### config.mk
export PLATFORM = sky130hd
export DESIGN_NAME = msgsig_ctrl
export DESIGN_NICKNAME = d
export VERILOG_FILES = /design/src/rtl/msgsig_pkg.sv /design/src/rtl/msgsig_decode.sv /design/src/rtl/msgsig_monitor.sv /design/src/rtl/msgsig_chan.sv /design/src/rtl/msgsig_ctrl.sv
export SDC_FILE = /design/constraint.sdc
export NUM_CORES = 1
export LEC_CHECK = 0
export BUFFER_PORTS_ARGS = -buffer_cell sky130_fd_sc_hd__buf_2
export CAP_MARGIN = 20
export CORE_UTILIZATION = 45
export DETAILED_ROUTE_END_ITERATION = 16
export PLACE_DENSITY = 0.72
export REMOVE_ABC_BUFFERS = 1
export SETUP_SLACK_MARGIN = 0.05
export SYNTH_ARGS = -nofsm -noshare
export SYNTH_HDL_FRONTEND = slang
export SYNTH_SLANG_ARGS = --single-unit
### constraint.sdc
create_clock -name clk_i -period 2.7 [get_ports clk_i]
set_input_delay 0.27 -clock clk_i [delete_from_list [all_inputs] [get_ports clk_i]]
set_output_delay 0.27 -clock clk_i [all_outputs]
set_load 0.01 [all_outputs]
### src/rtl/msgsig_pkg.sv
package msgsig_pkg;
  typedef enum logic [2:0] {
    MODE_INV       = 3'b000,
    MODE_SHR       = 3'b001,
    MODE_PRV       = 3'b010,
    MODE_MSG_QUIET = 3'b100,
    MODE_MSG_SIG   = 3'b101
  } dir_mode_e;

  typedef enum logic {MON_IDLE, MON_WAIT} mon_state_e;
endpackage

### src/rtl/msgsig_decode.sv
module msgsig_decode
  import msgsig_pkg::*;
#(
  parameter int OFF_W = 2,
  parameter int NPROC = 4
) (
  input  logic [2:0]       mode_i,
  input  logic             global_i,
  input  logic [NPROC-1:0] pmask_i,
  input  logic [OFF_W-1:0] offset_i,
  output logic             trig_o,
  output logic             loc_req_o,
  output logic             fwd_req_o
);
  logic is_sig, is_last;

  assign is_sig    = (mode_i == MODE_MSG_SIG);
  assign is_last   = &offset_i;
  assign loc_req_o = |pmask_i;
  assign fwd_req_o = global_i;
  // nothing to send means nothing to wait for
  assign trig_o    = is_sig & is_last & (loc_req_o | fwd_req_o);
endmodule

### src/rtl/msgsig_monitor.sv
module msgsig_monitor
  import msgsig_pkg::*;
#(
  parameter int LINE_W = 14,
  parameter int NPROC  = 4
) (
  input  logic              clk_i,
  input  logic              rst_ni,
  input  logic              acc_i,
  input  logic              trig_i,
  input  logic              loc_req_i,
  input  logic              fwd_req_i,
  input  logic [LINE_W-1:0] line_i,
  input  logic [NPROC-1:0]  pmask_i,
  input  logic              done_i,
  output logic              busy_o,
  output logic              load_loc_o,
  output logic              load_fwd_o,
  output logic [LINE_W-1:0] line_o,
  output logic [NPROC-1:0]  pmask_o
);
  mon_state_e state_q;
  logic loc_q, fwd_q;

  always_ff @(posedge clk_i or negedge rst_ni) begin
    if (!rst_ni) begin
      state_q <= MON_IDLE;
      loc_q   <= 1'b0;
      fwd_q   <= 1'b0;
      line_o  <= '0;
      pmask_o <= '0;
    end else begin
      case (state_q)
        MON_IDLE: if (acc_i && trig_i) begin
          state_q <= MON_WAIT;
          loc_q   <= loc_req_i;
          fwd_q   <= fwd_req_i;
          line_o  <= line_i;
          pmask_o <= pmask_i;
        end
        MON_WAIT: if (done_i) state_q <= MON_IDLE;
        default: state_q <= MON_IDLE;
      endcase
    end
  end

  assign busy_o     = (state_q == MON_WAIT);
  assign load_loc_o = busy_o & done_i & loc_q;
  assign load_fwd_o = busy_o & done_i & fwd_q;
endmodule

### src/rtl/msgsig_chan.sv
module msgsig_chan #(
  parameter int W = 8
) (
  input  logic         clk_i,
  input  logic         rst_ni,
  input  logic         load_i,
  input  logic [W-1:0] data_i,
  input  logic         ready_i,
  output logic         valid_o,
  output logic [W-1:0] data_o
);
  always_ff @(posedge clk_i or negedge rst_ni) begin
    if (!rst_ni) begin
      valid_o <= 1'b0;
      data_o  <= '0;
    end else if (load_i) begin
      valid_o <= 1'b1;
      data_o  <= data_i;
    end else if (ready_i) begin
      valid_o <= 1'b0;
    end
  end
endmodule

### src/rtl/msgsig_ctrl.sv
module msgsig_ctrl #(
  parameter int ADDR_W     = 16,
  parameter int LINE_WORDS = 4,
  parameter int NPROC      = 4,
  localparam int OFF_W     = $clog2(LINE_WORDS),
  localparam int LINE_W    = ADDR_W - OFF_W
) (
  input  logic              clk_i,
  input  logic              rst_ni,
  input  logic              wr_valid_i,
  output logic              wr_ready_o,
  input  logic [ADDR_W-1:0] wr_addr_i,
  input  logic [2:0]        dir_mode_i,
  input  logic              dir_global_i,
  input  logic [NPROC-1:0]  dir_pmask_i,
  input  logic              wr_done_i,
  output logic              sig_valid_o,
  input  logic              sig_ready_i,
  output logic [LINE_W-1:0] sig_line_o,
  output logic [NPROC-1:0]  sig_pmask_o,
  output logic              fwd_valid_o,
  input  logic              fwd_ready_i,
  output logic [LINE_W-1:0] fwd_line_o
);
  logic trig, loc_req, fwd_req, acc, busy, load_loc, load_fwd;
  logic [LINE_W-1:0] cap_line;
  logic [NPROC-1:0]  cap_pmask;

  msgsig_decode #(.OFF_W(OFF_W), .NPROC(NPROC)) u_dec (
    .mode_i   (dir_mode_i),
    .global_i (dir_global_i),
    .pmask_i  (dir_pmask_i),
    .offset_i (wr_addr_i[OFF_W-1:0]),
    .trig_o   (trig),
    .loc_req_o(loc_req),
    .fwd_req_o(fwd_req)
  );

  assign wr_ready_o = ~busy & ~sig_valid_o & ~fwd_valid_o;
  assign acc        = wr_valid_i & wr_ready_o;

  msgsig_monitor #(.LINE_W(LINE_W), .NPROC(NPROC)) u_mon (
    .clk_i     (clk_i),
    .rst_ni    (rst_ni),
    .acc_i     (acc),
    .trig_i    (trig),
    .loc_req_i (loc_req),
    .fwd_req_i (fwd_req),
    .line_i    (wr_addr_i[ADDR_W-1:OFF_W]),
    .pmask_i   (dir_pmask_i),
    .done_i    (wr_done_i),
    .busy_o    (busy),
    .load_loc_o(load_loc),
    .load_fwd_o(load_fwd),
    .line_o    (cap_line),
    .pmask_o   (cap_pmask)
  );

  msgsig_chan #(.W(NPROC + LINE_W)) u_loc (
    .clk_i  (clk_i),
    .rst_ni (rst_ni),
    .load_i (load_loc),
    .data_i ({cap_pmask, cap_line}),
    .ready_i(sig_ready_i),
    .valid_o(sig_valid_o),
    .data_o ({sig_pmask_o, sig_line_o})
  );

  msgsig_chan #(.W(LINE_W)) u_fwd (
    .clk_i  (clk_i),
    .rst_ni (rst_ni),
    .load_i (load_fwd),
    .data_i (cap_line),
    .ready_i(fwd_ready_i),
    .valid_o(fwd_valid_o),
    .data_o (fwd_line_o)
  );
endmodule

==> summary.txt <==
Synth
  • Ys Warns: 0
  • XOR/XNOR Fraction of Synth Area: 0
  • Post-synthesis simple-gate area fraction: 0.0267
  • Largest area contributor in the netlist: dfrtp_1
  • Async set-or-reset flop fraction in the synthesized netlist: 1.00
  • Yosys reg bits: 55
  • Number of synthesized flops with an enable pin: 0
  • Post-Syn Instances: 128
  • Most frequent cell after synthesis: dfrtp_1
  • Post-synthesis adder-cell area fraction: 0
  • Largest family of logic cells by synthesized area: multiplexers
  • Synth unique cells: 16
  • Mapped Area: 2110 µm²
  • Synth Area in Compound Gates: 0.0397
  • Synth top cells by count: 55 x dfrtp_1, 37 x mux2_2, 9 x mux2_4, 5 x a22o_1, 5 x o21ai_0
  • Most used DFF post-synth: dfrtp_1
  • Area contributors post-synth: dfrtp_1 65%, mux2_2 20%, mux2_4 6.4%
  • Syn avg cell area: 16.5 µm²
  • Synth top area share: 0.652
  • Sequential element share of the synthesized area: 0.652
  • Post-synthesis mux area share: 0.262

Floorplan
  • Initial Util: 0.475
  • Cell Rows: 24
  • Core Region: 4440 µm²
  • IO Count: 65
  • Die Y: 70.5 µm
  • Die width: 70.5 µm
  • Die area: 4970 µm²

Status
  • Status: finished with violations
  • Failing checks: DRC

Finish
  • Fin nets: 228
  • Synth-to-layout area growth: 25.3%
  • Ant. Diodes: 0
  • Layout cell share with drive strength beyond 1: 0.613
  • Post-route insts no fill: 251

Clock tree
  • Maximum clock path buffer count: 2
  • CTS Buf Count: 5
  • Sink Count: 55
  • Clock root cell: clkbuf_8
  • Clk slew on worst S/H paths: 0.10 ns
  • CTS tree: yes
  • H-tree levels: 2
  • Clock latency on the worst-skew pair: 0.31 ns

Route
  • Drt drc: 8
  • Via density: 5.24
  • Routed vias: 1314
  • Post-Route WL: 4040 µm
  • Drt wl/cell: 16.1 µm
  • Final ANT Viol Nets: 0
  • TritonRoute pass-1 iters: 10
  • DR iter-0 viols: 85

STA
  • Slew margin rel.: 0.422
  • Actual slew at the worst max-slew pin: 0.865 ns
  • Fin. Hold Viols: 0
  • FMAX: 0.519 GHz
  • Period utilization: 0.714
  • Setup_tns: 0 ns
  • Worst Skew: 0.00796 ns
  • Minimum clock period: 1.93 ns
  • Endpoints failing setup: 0
  • Max-slew violation count: 0
  • RSZ-0062 raised after global routing: no

Power
  • Pwr dens: 696 nW/µm²
  • Max VDD drop: 0.433 mV
  • LEAKAGE: 1.46 nW
  • Psw: 0.412 mW
  • Cell internal pwr: 1.43 mW
  • Sw Share: 0.224
  • Clock power share: 0.342
  • Comb power frac: 0.123
  • Sequential share of power: 0.535

Global routing
  • First-pass GRT wire length: 6650 µm
  • Largest net degree at the start of global routing: 56
  • Total GRT Usage: 0.175
  • Number of global-route vias before repair: 1393
  • Grt ovf: 0
  • Initial antenna violation count: 0

Place
  • Placer Congestion: 0.781
  • DP Cell Count: 241
  • Hpwl dp: 2870 µm
  • I/O Buffers: 64

Setup path
  • Worst Path Arrival: 2.12 ns
  • Worst path required time: 2.89 ns
  • Critical path class: reg -> reg
  • Worst-path fanout max: 15
  • Startpoint types: flop
  • Path depth of the worst reg2reg path: 4
  • Setup crit end kind: flop

Worst hold path
  • Hold-critical path depth: 2
  • Hold WC Path Type: in -> reg

Flow run
  • Max-cap violation count: 0
[power by group through the flow]
stage          sequential [mW]  combinational [mW]  clock [mW]
2_1_floorplan             1.00               0.109           0
6_report                 0.984               0.226       0.629
5_1_grt                  0.998               0.247       0.682
4_1_cts                  0.986               0.226       0.643
3_3_place_gp             0.993               0.214           0
3_5_place_dp              1.00               0.225           0
[flip-flops by register name (all words and copies together), names as in the netlist]
signal,cells
u_loc.data_o,18
u_mon.fwd_q,1
u_fwd.data_o,14
u_loc.valid_o,1
u_mon.line_o,14
u_fwd.valid_o,1
u_mon.busy_o,1
u_mon.pmask_o,4
u_mon.loc_q,1
[routing by layer]
metal	vias to the layer above	share of wire	wire, µm	GRT usage
li1	592	-	-	-
met1	673	0.43	1730	0.227
met2	45	0.50	2030	0.284
met3	4	0.062	252	0.0592
met4	0	0.0057	23	0.0385
met5	-	0	0	0
[area by class of cell]
type / count / area, µm²
clock buffers: 5 / 68.8
clock inverters: 3 / 67.6
fillers: 371 / 1800
inverters: 4 / 15.0
multi-input cells: 65 / 692
flip-flops and latches: 55 / 1380
well taps: 52 / 65.1
repair buffers: 67 / 358
[cells in the final DEF, fill, tap and decap left out, drive strengths merged]
cell type    Yosys  final
buf              2     66
dfrtp           55     55
mux2            46     46
o21ai            5      5
a22o             5      5
clkbuf           2      5
inv              4      4
nand2            2      2
nand3            2      2
bufinv           0      2
nor3             1      1
or4              1      1
and4b            1      1
and4bb           1      1
o21a             1      1
clkinvlp         0      1
dlygate4sd3      0      1
[path summary, 6_finish.rpt]
check                                                 start                            to  slack [ns]
worst max-delay path                 u_mon.busy_o$_DFF_PN0_  u_mon.line_o[13]$_DFFE_PN0P_        0.77
worst min-delay path                            fwd_ready_i     u_fwd.valid_o$_DFFE_PN0P_        0.13
worst max register to register       u_mon.busy_o$_DFF_PN0_  u_mon.line_o[13]$_DFFE_PN0P_        0.77
worst min register to register  u_loc.data_o[7]$_DFFE_PN0P_   u_loc.data_o[7]$_DFFE_PN0P_        0.51
max in group asynchronous                            rst_ni  u_fwd.data_o[10]$_DFFE_PN0P_        1.81
min in group asynchronous                            rst_ni  u_loc.data_o[15]$_DFFE_PN0P_        0.38
[kinds of logic after synthesis]
logic type,count (synthesis)
compound gates,11
simple gates,8
buf+inv,8
flops,55
mux,46
[critical path, stage by stage (launching register included)]
cell      delay, ns
dfrtp_1        0.43
and4b_1        0.26
and4bb_1       0.38
o21a_4         0.36
mux2_2         0.38
[stage by stage]
step | worst slack, ns | power (mW) | util | hold WS, ns | instance area, µm²
2_1_floorplan | 0.786 | 1.11 | - | -0.0256 | 2080
3_3_place_gp | 0.887 | 1.21 | 0.557 | 0.453 | 2480
3_5_place_dp | 0.801 | 1.23 | 0.557 | 0.461 | 2480
4_1_cts | 0.769 | 1.85 | 0.588 | 0.130 | 2610
5_1_grt | 0.675 | 1.93 | 0.595 | 0.127 | 2640
6_report | 0.773 | 1.84 | 0.595 | 0.133 | 2640
[timing repair]
item,CTS,global route
gates resized for setup,0,0
buffers inserted,0,0
hold endpoints to repair,0,11
hold buffers,0,1
endpoints found under the setup margin,0,0
Note: power is estimated with default switching activity, not from simulation.
